==> config.mk <==
export PLATFORM = sky130hd
export DESIGN_NAME = wsp_router
export DESIGN_NICKNAME = d
export VERILOG_FILES = /design/src/rtl/wsp_pkg.sv /design/src/rtl/wsp_bypass_stage.sv /design/src/rtl/wsp_chain_link.sv /design/src/rtl/wsp_path_mux.sv /design/src/rtl/wsp_router.sv
export SDC_FILE = /design/constraint.sdc
export NUM_CORES = 1
export LEC_CHECK = 0
export BUFFER_PORTS_ARGS = -buffer_cell sky130_fd_sc_hd__buf_4
export CORE_AREA = 3 3 40 42
export DETAILED_ROUTE_END_ITERATION = 10
export DIE_AREA = 0 0 43 45
export PLACE_DENSITY = 0.32
export SLEW_MARGIN = 20
export SYNTH_ARGS = -nofsm -noshare
export SYNTH_HDL_FRONTEND = slang
export SYNTH_SLANG_ARGS = --single-unit
==> constraint.sdc <==
create_clock -name clk -period 2.25 [get_ports clk]
set_clock_uncertainty 0.15 [all_clocks]
set_input_delay 0.45 -clock clk [delete_from_list [all_inputs] [get_ports clk]]
set_output_delay 0.45 -clock clk [all_outputs]
set_load 0.01 [all_outputs]
==> src/rtl/wsp_pkg.sv <==
package wsp_pkg;

    // Fixed path-select codes; other data registers start at PATH_DR_BASE
    localparam int PATH_BYPASS   = 0;
    localparam int PATH_BOUNDARY = 1;
    localparam int PATH_SCAN     = 2;
    localparam int PATH_DR_BASE  = 3;

    // Registered state of the bypass stage
    typedef struct packed {
        logic byp;
    } byp_state_t;

endpackage

==> src/rtl/wsp_bypass_stage.sv <==
module wsp_bypass_stage
    import wsp_pkg::*;
(
    input  logic clk,
    input  logic rst_n,
    input  logic shift_ok,
    input  logic si,
    output logic byp_q
);

    byp_state_t st_d, st_q;

    always_comb begin
        st_d = st_q;
        if (shift_ok) begin
            st_d.byp = si;
        end
    end

    always_ff @(posedge clk or negedge rst_n) begin
        if (!rst_n) begin
            st_q <= '0;
        end else begin
            st_q <= st_d;
        end
    end

    assign byp_q = st_q.byp;

endmodule

==> src/rtl/wsp_chain_link.sv <==
module wsp_chain_link #(
    parameter int NUM_CHAINS = 2
) (
    input  logic                  bnd_so,
    input  logic [NUM_CHAINS-1:0] scan_so,
    output logic [NUM_CHAINS-1:0] scan_si,
    output logic                  chain_tail
);

    // Boundary chain heads the spliced chain; each scan chain feeds the next
    for (genvar g = 0; g < NUM_CHAINS; g++) begin : g_link
        if (g == 0) begin : g_head
            assign scan_si[g] = bnd_so;
        end else begin : g_body
            assign scan_si[g] = scan_so[g-1];
        end
    end

    assign chain_tail = scan_so[NUM_CHAINS-1];

endmodule

==> src/rtl/wsp_path_mux.sv <==
module wsp_path_mux
    import wsp_pkg::*;
#(
    parameter int NUM_DR = 2,
    parameter int SEL_W  = 3
) (
    input  logic [SEL_W-1:0]  path_sel,
    input  logic              byp_q,
    input  logic              bnd_so,
    input  logic              chain_tail,
    input  logic [NUM_DR-1:0] dr_so,
    output logic              dr_out
);

    logic pick_d;

    always_comb begin
        pick_d = byp_q;  // bypass is also the fallback for unused codes
        if (path_sel == SEL_W'(PATH_BOUNDARY)) begin
            pick_d = bnd_so;
        end else if (path_sel == SEL_W'(PATH_SCAN)) begin
            pick_d = chain_tail;
        end
        for (int i = 0; i < NUM_DR; i++) begin
            if (int'(path_sel) == PATH_DR_BASE + i) begin
                pick_d = dr_so[i];
            end
        end
    end

    assign dr_out = pick_d;

endmodule

==> src/rtl/wsp_router.sv <==
module wsp_router
    import wsp_pkg::*;
#(
    parameter  int NUM_DR     = 2,
    parameter  int NUM_CHAINS = 2,
    localparam int NUM_CODES  = PATH_DR_BASE + NUM_DR,
    localparam int SEL_W      = $clog2(NUM_CODES)
) (
    input  logic                  clk,
    input  logic                  rst_n,
    input  logic                  sel_ir,
    input  logic                  shift_en,
    input  logic [SEL_W-1:0]      path_sel,
    input  logic                  si,
    input  logic                  ir_so,
    input  logic                  bnd_so,
    input  logic [NUM_CHAINS-1:0] scan_so,
    input  logic [NUM_DR-1:0]     dr_so,
    output logic                  bnd_si,
    output logic [NUM_CHAINS-1:0] scan_si,
    output logic                  so
);

    logic byp_bit;
    logic chain_tail;
    logic dr_out;
    logic so_d;

    wsp_bypass_stage u_byp (
        .clk      (clk),
        .rst_n    (rst_n),
        .shift_ok (shift_en & ~sel_ir),
        .si       (si),
        .byp_q    (byp_bit)
    );

    wsp_chain_link #(.NUM_CHAINS(NUM_CHAINS)) u_link (
        .bnd_so     (bnd_so),
        .scan_so    (scan_so),
        .scan_si    (scan_si),
        .chain_tail (chain_tail)
    );

    wsp_path_mux #(.NUM_DR(NUM_DR), .SEL_W(SEL_W)) u_mux (
        .path_sel   (path_sel),
        .byp_q      (byp_bit),
        .bnd_so     (bnd_so),
        .chain_tail (chain_tail),
        .dr_so      (dr_so),
        .dr_out     (dr_out)
    );

    // Second stage: instruction register takes the output when selected
    always_comb begin
        so_d = sel_ir ? ir_so : dr_out;
    end

    assign so     = so_d;
    assign bnd_si = si;

endmodule

# ---- Word-level counts from Yosys, hierarchy flattened
# Index checks and enable logic that the tools add are counted.
dict set report op_classes {
  eq_ne 4
  n_mux 5
  bitwise 2
}
# operator n
set ops {}
lappend ops {{3-bit == test (second input constant)} 2}
lappend ops {{1-bit 2-to-1 mux} 5}
lappend ops {{3-bit by 1-bit == test with 1-bit output (second input constant)} 1}
lappend ops {{3-bit by 2-bit == test with 1-bit output (second input constant)} 1}
lappend ops {{1-bit AND} 1}
lappend ops {{1-bit inverter} 1}
dict set report totals {
  regBits 1
  in_bits 14
  out_inout_bits 4
  elab_cells 12
}

# ---- Logic depth before layout (Yosys ltp)
# Gate-level depths: netlist (run 1).
dict set report depth {
  ltp_word 6
  ltp_mapped 3
  ltp_nobuf 3
}

# ---- Cells and area by module
# From an unflattened synthesis (run 1), not the netlist that was laid out.
dict set report hier_totals {
  cells_unflattened 16
  area_unflattened_um2 150.1
}
# module n_inst cells_per_inst area_per_inst_um2 seq_area_each_um2
set modules_own_cells {}
lappend modules_own_cells {wsp_path_mux 1 8 56.3 0.0}
lappend modules_own_cells {wsp_bypass_stage 1 2 40.0 25.0}
lappend modules_own_cells {wsp_router 1 3 31.3 0.0}
lappend modules_own_cells {wsp_chain_link 1 3 22.5 0.0}

# ---- Worst setup path before layout (run 1)
# Ideal clock, no wire load.
dict set report synth_path {
  path_type {input to output}
  start {input path_sel[1]}
  end {output so}
  arrival_ns 1.070
  t_required_ns 1.650
  setup_slack_ns 0.580
  cell_stages 3
  n_path_buf 0
  path_cell_list {mux2i_1 -> a221oi_2 -> a221o_1}
}
dict set report synth_via {
  elab_chain_len 6
  elab_cells_between_ends 9
  classes_between {eq/ne: 4; mux: 5}
}
# item line_no
set synth_rtl {}
lappend synth_rtl {{start, declared} wsp_router.sv:13} ;# input logic [SEL_W-1:0] path_sel,
lappend synth_rtl {{3-bit by 2-bit == test with 1-bit output} wsp_path_mux.sv:21} ;# end else if (path_sel == SEL_W'(PATH_SCAN)) begin
lappend synth_rtl {{1-bit 2-to-1 mux} wsp_path_mux.sv:21}
lappend synth_rtl {{1-bit 2-to-1 mux} wsp_path_mux.sv:19} ;# if (path_sel == SEL_W'(PATH_BOUNDARY)) begin
lappend synth_rtl {{1-bit 2-to-1 mux} wsp_path_mux.sv:25} ;# if (int'(path_sel) == PATH_DR_BASE + i) begin
lappend synth_rtl {{1-bit 2-to-1 mux (*)} wsp_path_mux.sv:25}
lappend synth_rtl {{1-bit 2-to-1 mux (*)} wsp_router.sv:55} ;# so_d = sel_ir ? ir_so : dr_out;
lappend synth_rtl {{end, declared} wsp_router.sv:21} ;# output logic so
# Mark *: on every way between the ends. The rest lies on a longest branch, timed or not.

# ---- Final worst setup path (run 1)
# Same ends and word-level chain as after synthesis.

==> summary.md, run 1 <==
| Metric | Value |
|---|---|
| Status | `completed` |
| Cell Area, Synth | `138 um^2` |
| Static leakage | `0.000123 uW` |
| Via density | `3.89` |
| Syn_nets | `31` |
| Final global-route overflow total | `0` |
| Fillers | `142` |
| Setup violations, final | `0` |
| Final instance area | `246 um^2` |
| Critical path data arrival time | `1.32 ns` |
| RSZ-0062 raised after global routing | `no` |
| Initial antenna violation count | `0` |
| GRT Total Usage | `4.32%` |
| Slew @ Worst Pin | `0.306 ns` |
| Slew HR | `79.3%` |
| Finished Layout Cells | `44` |
| Inst Count DP | `44` |
| Die area | `1940 um^2` |
| Layout cells sized above 1 | `58.6%` |
| Synth cell types | `13` |
| Clock Pin Slew Worst Setup and Hold Paths | `0 ns` |
| Critical path class | `in2out` |
| CP Max Fanout | `4` |
| Via Count | `171` |
| IO Pins | `18` |
| CP Capture Type | `primary output` |
| Sequential cell area fraction in the yosys report | `18.2%` |
| Final wirelength | `404 um` |
| Synth Instances | `17` |
| R2R depth | `3` |
| Final setup TNS | `0 ns` |
| Router iterations before antenna repair | `2` |
| Reg2Reg Setup Slack | `1.28 ns` |
| Horiz. Die Dim | `43 um` |
| Crit start category | `input port` |
| Placeable Area | `1280 um^2` |
| Routed WL per cell | `9.18 um` |
| Max VDD drop | `0.122 mV` |
| Post-CTS Setup Repair Bufs | `0` |
| Hold Vio Cnt, Final | `0` |
| Final Wtd Congestion | `0.802` |
| Dpl cell area | `246 um^2` |
| Starting Density | `10.7%` |
| First-iteration detailed-routing DRC count | `1` |
| Post-cts sizing count | `0` |
| Most frequent cells in the layout | `15 x buf_4, 3 x inv_1` |
| Leading cell type in the layout, fill and taps excluded | `buf_4` |
| Worst flop-to-flop path endpoint | `u_byp.byp_q` |
| Synth warn | `0` |
| Hold buffers post-CTS | `0` |
| Post-route ant nets | `0` |
| Fmax | `522 MHz` |
| Maxcap violations | `0` |
| PwrDens | `262 nW/um^2` |
| Area Growth Syn to Fin | `79.1%` |
| First-pass GRT wire length | `696 um` |
| Fin nets | `45` |
| HP Class | `in2async` |
| Tmin final | `1.92 ns` |
| Die Ht | `45 um` |
| Seq cells post-synth | `1` |
| Final period util | `85.2%` |
| Max Slew Vio Count | `0` |
| Pin count of the biggest net entering global routing | `6` |
| Std cell rows | `13` |
| R2R Path Start | `u_byp.byp_q` |
| Syn Area/Cell | `8.10 um^2` |
| Max FFs per register | `1` |
| PortBufs | `15` |
| Clk_lat worst skew | `0 ns` |
| Antenna Cells | `0` |
| # DRC | `0` |
| Vias in the first global route | `173` |
| CP required | `1.65 ns` |
[stage by stage]
step | util (%) | power (uW) | setup slack, ns | hold WS [ns]
finish | 19.2 | 64.5 | 0.334 | 0.0758
global route | 19.2 | 70.1 | 0.217 | 0.0787
CTS | 19.2 | 64.7 | 0.325 | 0.0773
detailed placement | 19.2 | 64.4 | 0.321 | 0.0773
global placement | 19.2 | 64.2 | 0.328 | 0.0763
floorplan | - | 41.6 | 0.580 | 0.00441
[per-layer routing]
metal / vias to the layer above / global-route usage [%] / share of wire [%]
met1: 69 / 6.00 / 48
met3: 0 / 0.797 / 22
met5: - / 0 / 0
li1: 86 / - / -
met4: 0 / 0 / 0
met2: 16 / 7.49 / 30
[worst max-delay path: stages]
cell,delay [ns]
buf_4,0.10
mux2i_1,0.22
a221oi_2,0.08
a221o_1,0.32
buf_4,0.14
[worst max path at each step]
stage,startpoint,to,slack (ns),depth (start not counted)
2_1_floorplan,path_sel[1],so,0.58,3
3_3_place_gp,path_sel[1],so,0.33,5
3_5_place_dp,path_sel[1],so,0.32,5
4_1_cts,path_sel[1],so,0.33,5
5_1_grt,path_sel[2],so,0.22,5
6_report,path_sel[1],so,0.33,5
[kinds of logic after synthesis]
family / after synthesis / synth area share (%)
compound gates: 6 / 38.2
flops: 1 / 18.2
buf+inv: 6 / 24.5
simple gates: 3 / 11.8
mux: 1 / 7.27
[cells in the mapped netlist]
| master | instances | area share (%) |
|---|---|---|
| o311ai_0 | 1 | 6.4 |
| mux2i_1 | 1 | 7.3 |
| dfrtp_1 | 1 | 18 |
| buf_4 | 3 | 16 |
| o21ai_0 | 1 | 3.6 |
| a221oi_2 | 1 | 11 |
| inv_1 | 3 | 8.2 |
| nand2_1 | 1 | 2.7 |
| a221o_1 | 1 | 7.3 |
| nor2b_1 | 1 | 4.5 |
| a31o_2 | 1 | 6.4 |
| nor4_1 | 1 | 4.5 |
| a21oi_1 | 1 | 3.6 |
[layout make-up]
class                      count  area, um^2  area share, %
inverter                       3        11.3           4.57
sequential                     1        25.0           10.2
timing repair buffer          15         113           45.7
multi-input combinational     10        78.8           32.0
tap                           15        18.8           7.61
[where the power goes]
group          total, uW  internal [uW]  leakage, uW  switching [uW]
Combinational       43.4           26.3     0.000111            17.1
Sequential          21.0           20.6    0.0000123           0.463
Clock                  0              0            0               0
Total               64.5           46.9     0.000123            17.6
No activity file was read; power rests on OpenSTA's default activity.
==> run 2, diff against run 1 <==
--- a/config.mk
+++ b/config.mk
@@ -9,7 +9,8 @@
 export CORE_AREA = 3 3 40 42
 export DETAILED_ROUTE_END_ITERATION = 10
 export DIE_AREA = 0 0 43 45
-export PLACE_DENSITY = 0.32
+export PLACE_DENSITY = 0.33
+export SKIP_CTS_REPAIR_TIMING = 1
 export SLEW_MARGIN = 20
 export SYNTH_ARGS = -nofsm -noshare
 export SYNTH_HDL_FRONTEND = slang
==> constraint.sdc (replaced) <==
create_clock -name clk -period 1.7 [get_ports clk]
set_clock_uncertainty 0.15 [all_clocks]
set_input_delay 0.34 -clock clk [delete_from_list [all_inputs] [get_ports clk]]
set_output_delay 0.34 -clock clk [all_outputs]
set_load 0.01 [all_outputs]
==> summary.md, run 2 (same netlist as run 1, synthesis figures left out) <==
| Metric | Value |
|---|---|
| Clock Pin Slew Worst Setup and Hold Paths | `0 ns` |
| Tmin final | `1.68 ns` |
| Worst flop-to-flop path endpoint | `u_byp.byp_q` |
| Worst hold start | `si` |
| Fillers | `140` |
| Final period util | `98.5%` |
| R2R Path Start | `u_byp.byp_q` |
| Placeable Area | `1280 um^2` |
| CP Max Fanout | `4` |
| Setup violations, final | `0` |
| Dpl cell area | `246 um^2` |
| Layout cells sized above 1 | `60.0%` |
| Std cell rows | `13` |
| Fmax | `597 MHz` |
| Hold Vio Cnt, Final | `0` |
| IO Pins | `18` |
| Crit start category | `input port` |
| Slew @ Worst Pin | `0.236 ns` |
| Maxcap violations | `0` |
| Fin nets | `46` |
| Initial antenna violation count | `0` |
| Die area | `1940 um^2` |
| Final setup TNS | `0 ns` |
| Reg2Reg Setup Slack | `0.73 ns` |
| CP startpoint | `path_sel[1]` |
| Final Wtd Congestion | `0.828` |
| Die Ht | `45 um` |
| Critical path class | `in2out` |
| CP required | `1.21 ns` |
| Post-route ant nets | `0` |
| Horiz. Die Dim | `43 um` |
| Tot Pwr | `89.3 uW` |
| First-pass GRT wire length | `669 um` |
| Status | `completed` |
| Antenna Cells | `0` |
| Fin util | `20.3%` |
| Worst Hold Path Cells | `2` |
| Starting Density | `10.7%` |
| Final instance area | `260 um^2` |
| RSZ-0062 raised after global routing | `no` |
| GRT Total Usage | `4.15%` |
| Via density | `3.98` |
| PwrDens | `343 nW/um^2` |
| # DRC | `0` |
| Max Slew Vio Count | `0` |
| Min-Delay Endpoint | `u_byp.byp_q` |
| Area Growth Syn to Fin | `89.1%` |
| Max VDD drop | `0.145 mV` |
| Vias in the first global route | `159` |
| Most frequent cells in the layout | `15 x buf_4, 3 x inv_1` |
| Clk_lat worst skew | `0 ns` |
| Max FFs per register | `1` |
| Leading cell type in the layout, fill and taps excluded | `buf_4` |
| Router iterations before antenna repair | `1` |
| Pin count of the biggest net entering global routing | `6` |
| Routed WL per cell | `8.87 um` |
| HP Class | `in2reg` |
| Final wirelength | `399 um` |
| First-iteration detailed-routing DRC count | `0` |
| Critical path data arrival time | `1.19 ns` |
| Final global-route overflow total | `0` |
| Static leakage | `0.000126 uW` |
| R2R depth | `3` |
| CP Capture Type | `primary output` |
| PortBufs | `15` |
| Via Count | `179` |
| Slew HR | `84.0%` |
-- run 2: changes by cell type in the layout (fill, tap and decap cells not counted), sizes merged --
| cell | previous run | this run |
|---|---|---|
| dlygate4sd3 | 0 | 1 |
-- run 2: area by class of cell --
class	count	area [um^2]	share of cell area [%]
inverter	3	11.3	4.33
multi-input combinational	10	82.6	31.7
sequential	1	25.0	9.62
tap	15	18.8	7.21
timing repair buffer	16	123	47.1
-- run 2: how the worst max path moves through the flow --
| stage | endpoint | slack, ns |
|---|---|---|
| final | so | 0.02 |
| after global routing | so | 0.005 |
| after CTS | so | 0.004 |
| after detailed placement | so | 0.002 |
| after global placement | so | 0.02 |
| after floorplan | so | 0.25 |
-- run 2: power breakdown --
part / total, uW / internal [uW] / leakage [uW] / switching (uW)
Clock: 0 / 0 / 0 / 0
Sequential: 27.9 / 27.3 / 0.0000123 / 0.636
Combinational: 61.4 / 37.6 / 0.000114 / 23.8
Total: 89.3 / 64.8 / 0.000126 / 24.5
-- run 2: critical path, cell delays in order --
cell      delay (ns)
buf_4           0.11
mux2i_2         0.22
a221oi_2        0.08
a221o_1         0.29
buf_4           0.14
-- run 2: metrics by stage --
step / setup WS (ns) / hold WS, ns / instances
after detailed placement: 0.00206 / -0.0327 / 44
after global routing: 0.00511 / 0.460 / 45
final: 0.0248 / 0.446 / 45
after CTS: 0.00401 / -0.0327 / 44
after floorplan: 0.250 / -0.106 / 17
after global placement: 0.0241 / -0.0342 / 44
-- run 2: layer usage --
layer	wire length [um]	global-route usage, %	up-vias
li1	-	-	87
met1	153	5.74	76
met2	136	6.59	16
met3	109	1.59	0
met4	0	0	0
met5	0	0	-
